$ cat src/rtl/sdcmd_front.sv
module sdcmd_front #(
  parameter int          AW          = 4,
  parameter logic [31:0] R1_ERR_MASK = 32'hFDF9_0000,
  parameter logic [15:0] R6_ERR_MASK = 16'hE000
) (
  input  logic          clk,
  input  logic          rst_n,
  input  logic          bus_we,
  input  logic [AW-1:0] bus_addr,
  input  logic [15:0]   bus_wdata,
  output logic [15:0]   bus_rdata,
  output logic          cmd_req,
  output logic [5:0]    cmd_index,
  output logic [31:0]   cmd_arg,
  output logic          cmd_dir,
  output logic [1:0]    cmd_type,
  output logic [2:0]    cmd_rsp_kind,
  input  logic          rsp_valid,
  input  logic          rsp_present,
  input  logic [127:0]  rsp_data,
  output logic          irq
);
  localparam logic [AW-1:0] A_CMD = AW'(0);
  localparam logic [AW-1:0] A_ALO = AW'(1);
  localparam logic [AW-1:0] A_AHI = AW'(2);
  localparam logic [AW-1:0] A_STA = AW'(3);
  localparam logic [AW-1:0] A_IEN = AW'(4);
  localparam logic [2:0] K_NONE = 3'd0, K_R1 = 3'd1, K_OCR = 3'd3, K_R6 = 3'd6;

  logic [15:0]  cmd_q, arg_lo, arg_hi;
  logic [14:0]  stat, ien, st_set, st_clr;
  logic [127:0] rsp_q;
  logic         busy, irq_q;

  wire wr_cmd  = bus_we && bus_addr == A_CMD && !busy;
  wire is_init = bus_wdata[7] && bus_wdata[5:0] == 6'd0;
  wire launch  = wr_cmd && !is_init;
  wire init_ok = wr_cmd && is_init;
  wire done    = busy && rsp_valid;

  assign cmd_req      = busy;
  assign cmd_index    = cmd_q[5:0];
  assign cmd_dir      = cmd_q[15];
  assign cmd_type     = cmd_q[13:12];
  assign cmd_rsp_kind = cmd_q[10:8];
  assign cmd_arg      = {arg_hi, arg_lo};
  assign irq          = irq_q;

  always_comb begin
    st_set = '0;
    if (init_ok) st_set[0] = 1'b1;
    if (done) begin
      st_set[0] = 1'b1;
      if (cmd_rsp_kind != K_NONE) begin
        if (!rsp_present) st_set[7] = 1'b1;
        else begin
          st_set[2] = 1'b1;
          if (cmd_rsp_kind == K_R1 && |(rsp_data[127:96] & R1_ERR_MASK)) st_set[14] = 1'b1;
          if (cmd_rsp_kind == K_R6 && |(rsp_data[111:96] & R6_ERR_MASK)) st_set[14] = 1'b1;
          if (cmd_rsp_kind == K_OCR && !rsp_data[127]) st_set[12] = 1'b1;
        end
      end
    end
    st_clr = (bus_we && bus_addr == A_STA) ? bus_wdata[14:0] : '0;
  end

  always_ff @(posedge clk) begin
    if (!rst_n) begin
      cmd_q  <= '0;
      arg_lo <= '0;
      arg_hi <= '0;
      stat   <= '0;
      ien    <= '0;
      rsp_q  <= '0;
      busy   <= 1'b0;
      irq_q  <= 1'b0;
    end else begin
      if (bus_we && bus_addr == A_ALO) arg_lo <= bus_wdata;
      if (bus_we && bus_addr == A_AHI) arg_hi <= bus_wdata;
      if (bus_we && bus_addr == A_IEN) ien <= bus_wdata[14:0];
      if (launch) begin
        cmd_q <= bus_wdata;
        rsp_q <= '0;
        busy  <= 1'b1;
      end else if (done) begin
        busy <= 1'b0;
        if (rsp_present && cmd_rsp_kind != K_NONE) rsp_q <= rsp_data;
      end
      stat  <= (stat & ~st_clr) | st_set;
      irq_q <= |(stat & ien);
    end
  end

  always_comb begin
    bus_rdata = '0;
    if (bus_addr[AW-1]) bus_rdata = rsp_q[16*bus_addr[2:0] +: 16];
    else begin
      case (bus_addr)
        A_CMD:   bus_rdata = cmd_q;
        A_ALO:   bus_rdata = arg_lo;
        A_AHI:   bus_rdata = arg_hi;
        A_STA:   bus_rdata = {1'b0, stat};
        A_IEN:   bus_rdata = {1'b0, ien};
        default: bus_rdata = '0;
      endcase
    end
  end
endmodule

$ cat config.mk
export PLATFORM = sky130hd
export DESIGN_NAME = sdcmd_front
export DESIGN_NICKNAME = d
export VERILOG_FILES = /design/src/rtl/sdcmd_front.sv
export SDC_FILE = /design/constraint.sdc
export NUM_CORES = 1
export LEC_CHECK = 0
export BUFFER_PORTS_ARGS = -buffer_cell sky130_fd_sc_hd__buf_2
export CAP_MARGIN = 10
export CORE_ASPECT_RATIO = 1.75
export CORE_MARGIN = 4
export CORE_UTILIZATION = 45
export CTS_BUF_LIST = sky130_fd_sc_hd__clkbuf_4 sky130_fd_sc_hd__clkbuf_8
export CTS_CLUSTER_DIAMETER = 60
export DETAILED_ROUTE_END_ITERATION = 16
export HOLD_SLACK_MARGIN = 0.12
export PLACE_DENSITY = 0.78
export SYNTH_ARGS = -nofsm -noshare
export SYNTH_HDL_FRONTEND = slang
export SYNTH_SLANG_ARGS = --single-unit
$ cat constraint.sdc
create_clock -name clk -period 3.8 [get_ports clk]
set_clock_uncertainty 0.2 [all_clocks]
set_input_delay 0.76 -clock clk [delete_from_list [all_inputs] [get_ports clk]]
set_output_delay 0.76 -clock clk [all_outputs]
set_load 0.02 [all_outputs]
Yosys cells after proc, flatten, opt, wreduce, memory -nomap -nowiden
Cells that the tools add are included.
Cells by class
  add/subtract/negate cells: 0
  multiply operators: 0
  divide/modulo/power cells: 0
  magnitude comparators: 0
  equal/unequal tests: 7
  shifts and indexed selects: 1
  muxes and demuxes: 22
  bitwise gates (word level): 5
  reductions and logical operators: 26
Operators with widths (count)
  variable part select 128 x 8 -> 16 bit: 1
  case mux 16 bit (5 select lines): 1
  bitwise AND 15 bit: 2
  2-to-1 mux 1 bit: 19
  2-to-1 mux 16 bit: 1
  2-to-1 mux 15 bit: 1
  NOT 15 bit: 1
  bitwise OR 15 bit: 1
  OR reduction 15 bit: 1
  logical AND 1 bit: 14
  OR reduction 13 bit: 1
  == test 4 x 2 -> 1 bit, second input constant: 2
  zero test 6 bit: 1
  == test 4 x 1 -> 1 bit, second input constant: 1
  == test 4 x 3 -> 1 bit, second input constant: 1
  zero test 4 bit: 1
  == test 3 x 1 -> 1 bit, second input constant: 1
  == test 3 x 2 -> 1 bit, second input constant: 1
  == test 3 bit, second input constant: 1
  zero test 1 bit: 3
  nonzero test 3 bit: 1
  OR reduction 3 bit: 1
  AND reduction 2 bit: 1
  nonzero test 2 bit: 1
  other kinds (2): 2
Word-level totals
  flip-flop bits (word level): 208
  bits in latches: 0
  RAM bits: 0
  memory bits (read-only): 0
  input port bits: 153
  output and inout bits: 62
  logic and storage cells: 69
  memories kept: 0

Longest topological paths before layout
  depth after elaboration: 8
  mapped depth: 8

Worst setup path before layout
OpenSTA, ideal clock, no wires.
  path kind: input to output
  from: input bus_addr[1]
  to: output bus_rdata[10]
  data arrival time: 2.445 ns
  slack: 0.395 ns
  stages: 8
  cells stage by stage: clkbuf_1 -> buf_2 -> buf_2 -> nor2b_1 -> clkbuf_1 -> nand2_1 -> o21ai_0 -> o211ai_1
Between the ends
  longest elaborated chain between the ends: 3
RTL lines
  start: declaration: RTL line 9  | input logic [AW-1:0] bus_addr,
  branches (longest 2 deep; another with variable part select 128 x 8 -> 16 bit)
  2-to-1 mux 16 bit (*): RTL line 96  | if (bus_addr[AW-1]) bus_rdata = rsp_q[16*bus_addr[2:0] +: 16];
  end: declaration: RTL line 11  | output logic [15:0] bus_rdata,
Every way passes the cells marked *.

Worst setup path after layout
  from: input bus_addr[1]
  to: output bus_rdata[4]
Same word-level chain as after synthesis.

==> run_results.csv <==
group,metric,value,unit
run_status,outcome,"finished clean",
clock_tree,cts-resized-gates,0,
global_route,grt_pass1_wl,44300,µm
worst_hold_path,hold_class,"primary input to flop",
clock_tree,clock_tree.root_cell,"clkbuf_8",
setup_path,cpMostUsedCell,"buf_2",
synthesis,synth_area,0.00913,mm²
synthesis,synth-compound-area-share,0.188,
final_layout,seqCellArea,0.00416,mm²
global_route,grt_util_met2,0.434,
setup_path,arrival,2.67,ns
floorplan,core,0.0198,mm²
synthesis,synth_edf_count,0,
job,cap_violations,0,
clock_tree,cts_tree,"done",
final_layout,post-route-util,0.551,
setup_path,startpoint_type,"primary input",
power_and_ir_drop,peakVddDrop,0.341,mV
synthesis,yosys.area.top_type,"dfxtp_1",
floorplan,ios,215,
synthesis,synth_fa_ha_area_frac,0,
setup_path,endpoint_kind,"output port",
synthesis,synth_top_family_by_area,"simple AND/OR/NAND/NOR gates",
routing,drt_wl_total,28700,µm
routing,drc,0,
global_route,busiest_layer,"met2",
setup_path,worstPathRequired,2.84,ns
global_route,use_met1,0.283,
clock_tree,cts_setup_buffers,0,
timing,min_period,3.63,ns
final_layout,nNetsFinal,1427,
routing,dr.pass1.iters,7,
setup_path,critical_path.slowest_cell,"nor2b_1",
synthesis,synthXorXnorAreaFrac,0,
floorplan,dieHeight,196,µm
timing,clock.fmax,276,MHz
global_route,grt_max_degree,129,
synthesis,synth.cells.most_frequent,"413 x nand2_1, 208 x dfxtp_1, 138 x a21oi_1",
final_layout,drive_gt1_frac,0.244,
setup_path,path_class,"primary input to output port",
synthesis,synth_cell_types,42,
synthesis,syn_area_per_cell,8.28,µm²
routing,vias_per_cell,5.60,
power_and_ir_drop,p_per_area,408,mW/mm²
final_layout,multi_input_area,0.00447,mm²
timing,min_period_over_period,0.954,
routing,wl_per_cell,18.7,µm
global_route,first_global_vias,8391,
timing,tightest_slew,0.935,ns
power_and_ir_drop,p_leak,4.11,nW
synthesis,synth_area_leaders,"dfxtp_1 46%, nand2_1 17%, a21oi_1 7.6%, mux2i_1 5.0%, a21boi_0 4.3%",
clock_tree,clk_latency,0.56,ns
routing,drtIter0Drc,753,
global_route,track_usage,0.247,
synthesis,ys.flop_type,"dfxtp_1",
clock_tree,clkTransAtPathRegs,0.06,ns
placement,port-buffer-count,214,
synthesis,synth-async-reset-ratio,0,
synthesis,syn-num-nets,1255,
final_layout,fillers,1854,
timing,timing.setup.tns,0,ns
setup_path,critical_path.max_stage_delay,0.81,ns
floorplan,die_x,116,µm
routing,vias,8635,
clock_tree,cts_buffer_depth,3,
setup_path,path_cells,"buf_2 > nor2b_1 > nand2_1 > o21ai_0 > buf_4 > o211ai_1 > buf_2",
clock_tree,h-tree-depth,1,
global_route,gr-usage-met3,0.0320,
synthesis,synth_most_common_cell,"nand2_1",
timing,hold_viol,0,
global_route,antenna_found_initial,1,
synthesis,synth_simple_gate_area_frac,0.209,
floorplan,start_util,0.460,
timing,drv_slew,0,
timing,rsz0062_at_grt,"no",
synthesis,yosys_warnings,0,
timing,setup_viol,0,
floorplan,rows,68,
synthesis,synth_top_area_frac,0.456,
synthesis,synth.area.mux_share,0.0899,
routing,final_antenna_net_count,0,
placement,place_congestion,0.955,
timing,max-slew-margin-rel,0.376,
floorplan,dieArea,0.0227,mm²
clock_tree,clock_sinks,208,
placement,dp_hpwl,21700,µm
final_layout,area_growth,19.7,%
clock_tree,numCtsBuffers,30,
synthesis,ys_seq_area_frac,0.456,
clock_tree,postCtsHoldBufs,0,
global_route,grt_overflow,0,
synthesis,netlist_instances,1102,
synthesis,ys_seq_elements,208,
setup_path,cp_max_fo,24,
routing by layer:
layer  part of all wire  wire length, µm
met1               0.36            10400
met2               0.51            14600
met3              0.070             2010
met4              0.062             1770
met5                  0                0
cell families (layout without fill, tap and decap cells):
logic type | count (synthesis) | after routing
AO/OA/AOI/OAI | 271 | 271
multiplexers | 62 | 62
buffers and inverters | 99 | 292
flip-flops | 208 | 208
AND/OR/NAND/NOR | 462 | 462
other | 0 | 1
final cells by class:
class,count,share of cell area
multi-input cells,795,0.409
clock inverters,8,0.00847
diodes,1,0.000229
repair buffers,238,0.120
flip-flops and latches,208,0.381
inverters,1,0.000344
well taps,245,0.0281
clock buffers,45,0.0527
state kept, by name, indices dropped and copies added (netlist names):
name,flops
arg_lo,16
cmd_q,16
rsp_q,128
cmd_req,1
irq,1
arg_hi,16
stat,15
ien,15
per-stage QoR:
stage	setup slack (ns)	instance area, µm²	hold WS, ns	cells	power, mW
after floorplan	0.395	9130	0.224	1102	2.41
after global placement	0.198	10300	0.234	1487	2.56
after detailed placement	0.182	10300	0.245	1487	2.56
after CTS	0.159	10900	0.220	1540	4.47
after global routing	0.0586	10900	0.226	1541	4.59
final	0.174	10900	0.238	1541	4.46
final timing paths:
kind	startpoint	end	slack (ns)	cells past startpoint
max	bus_addr[1]	bus_rdata[4]	0.17	7
min	rsp_data[16]	rsp_q[16]$_SDFFE_PP0P_	0.24	3
max reg2reg	cmd_q[8]$_SDFFE_PN0P_	rsp_q[89]$_SDFFE_PP0P_	1.37	5
min reg2reg	rsp_q[67]$_SDFFE_PP0P_	rsp_q[67]$_SDFFE_PP0P_	0.25	2
layout by cell type (no fill, tap or decap), types with 16 or more instances in the layout:
master      n
nand2_1   413
mux2i_1    46
dfxtp_1   208
a21boi_0   52
clkbuf_8   38
a22oi_1    21
a222oi_1   17
mux4_2     16
nor2b_1    16
buf_2     214
buf_4      19
a21oi_1   138
critical path: cells and delay by family:
kind / cells / cell delay, ns
compound gates: 2 / 0.26
buf+inv: 3 / 0.69
simple gates: 2 / 0.92
power by group:
group,switching [mW],internal (mW)
clock,0.842,1.10
combinational,0.190,0.128
sequential,0.00832,2.19
total,1.04,3.42
Power figures use the tool's default switching activity.
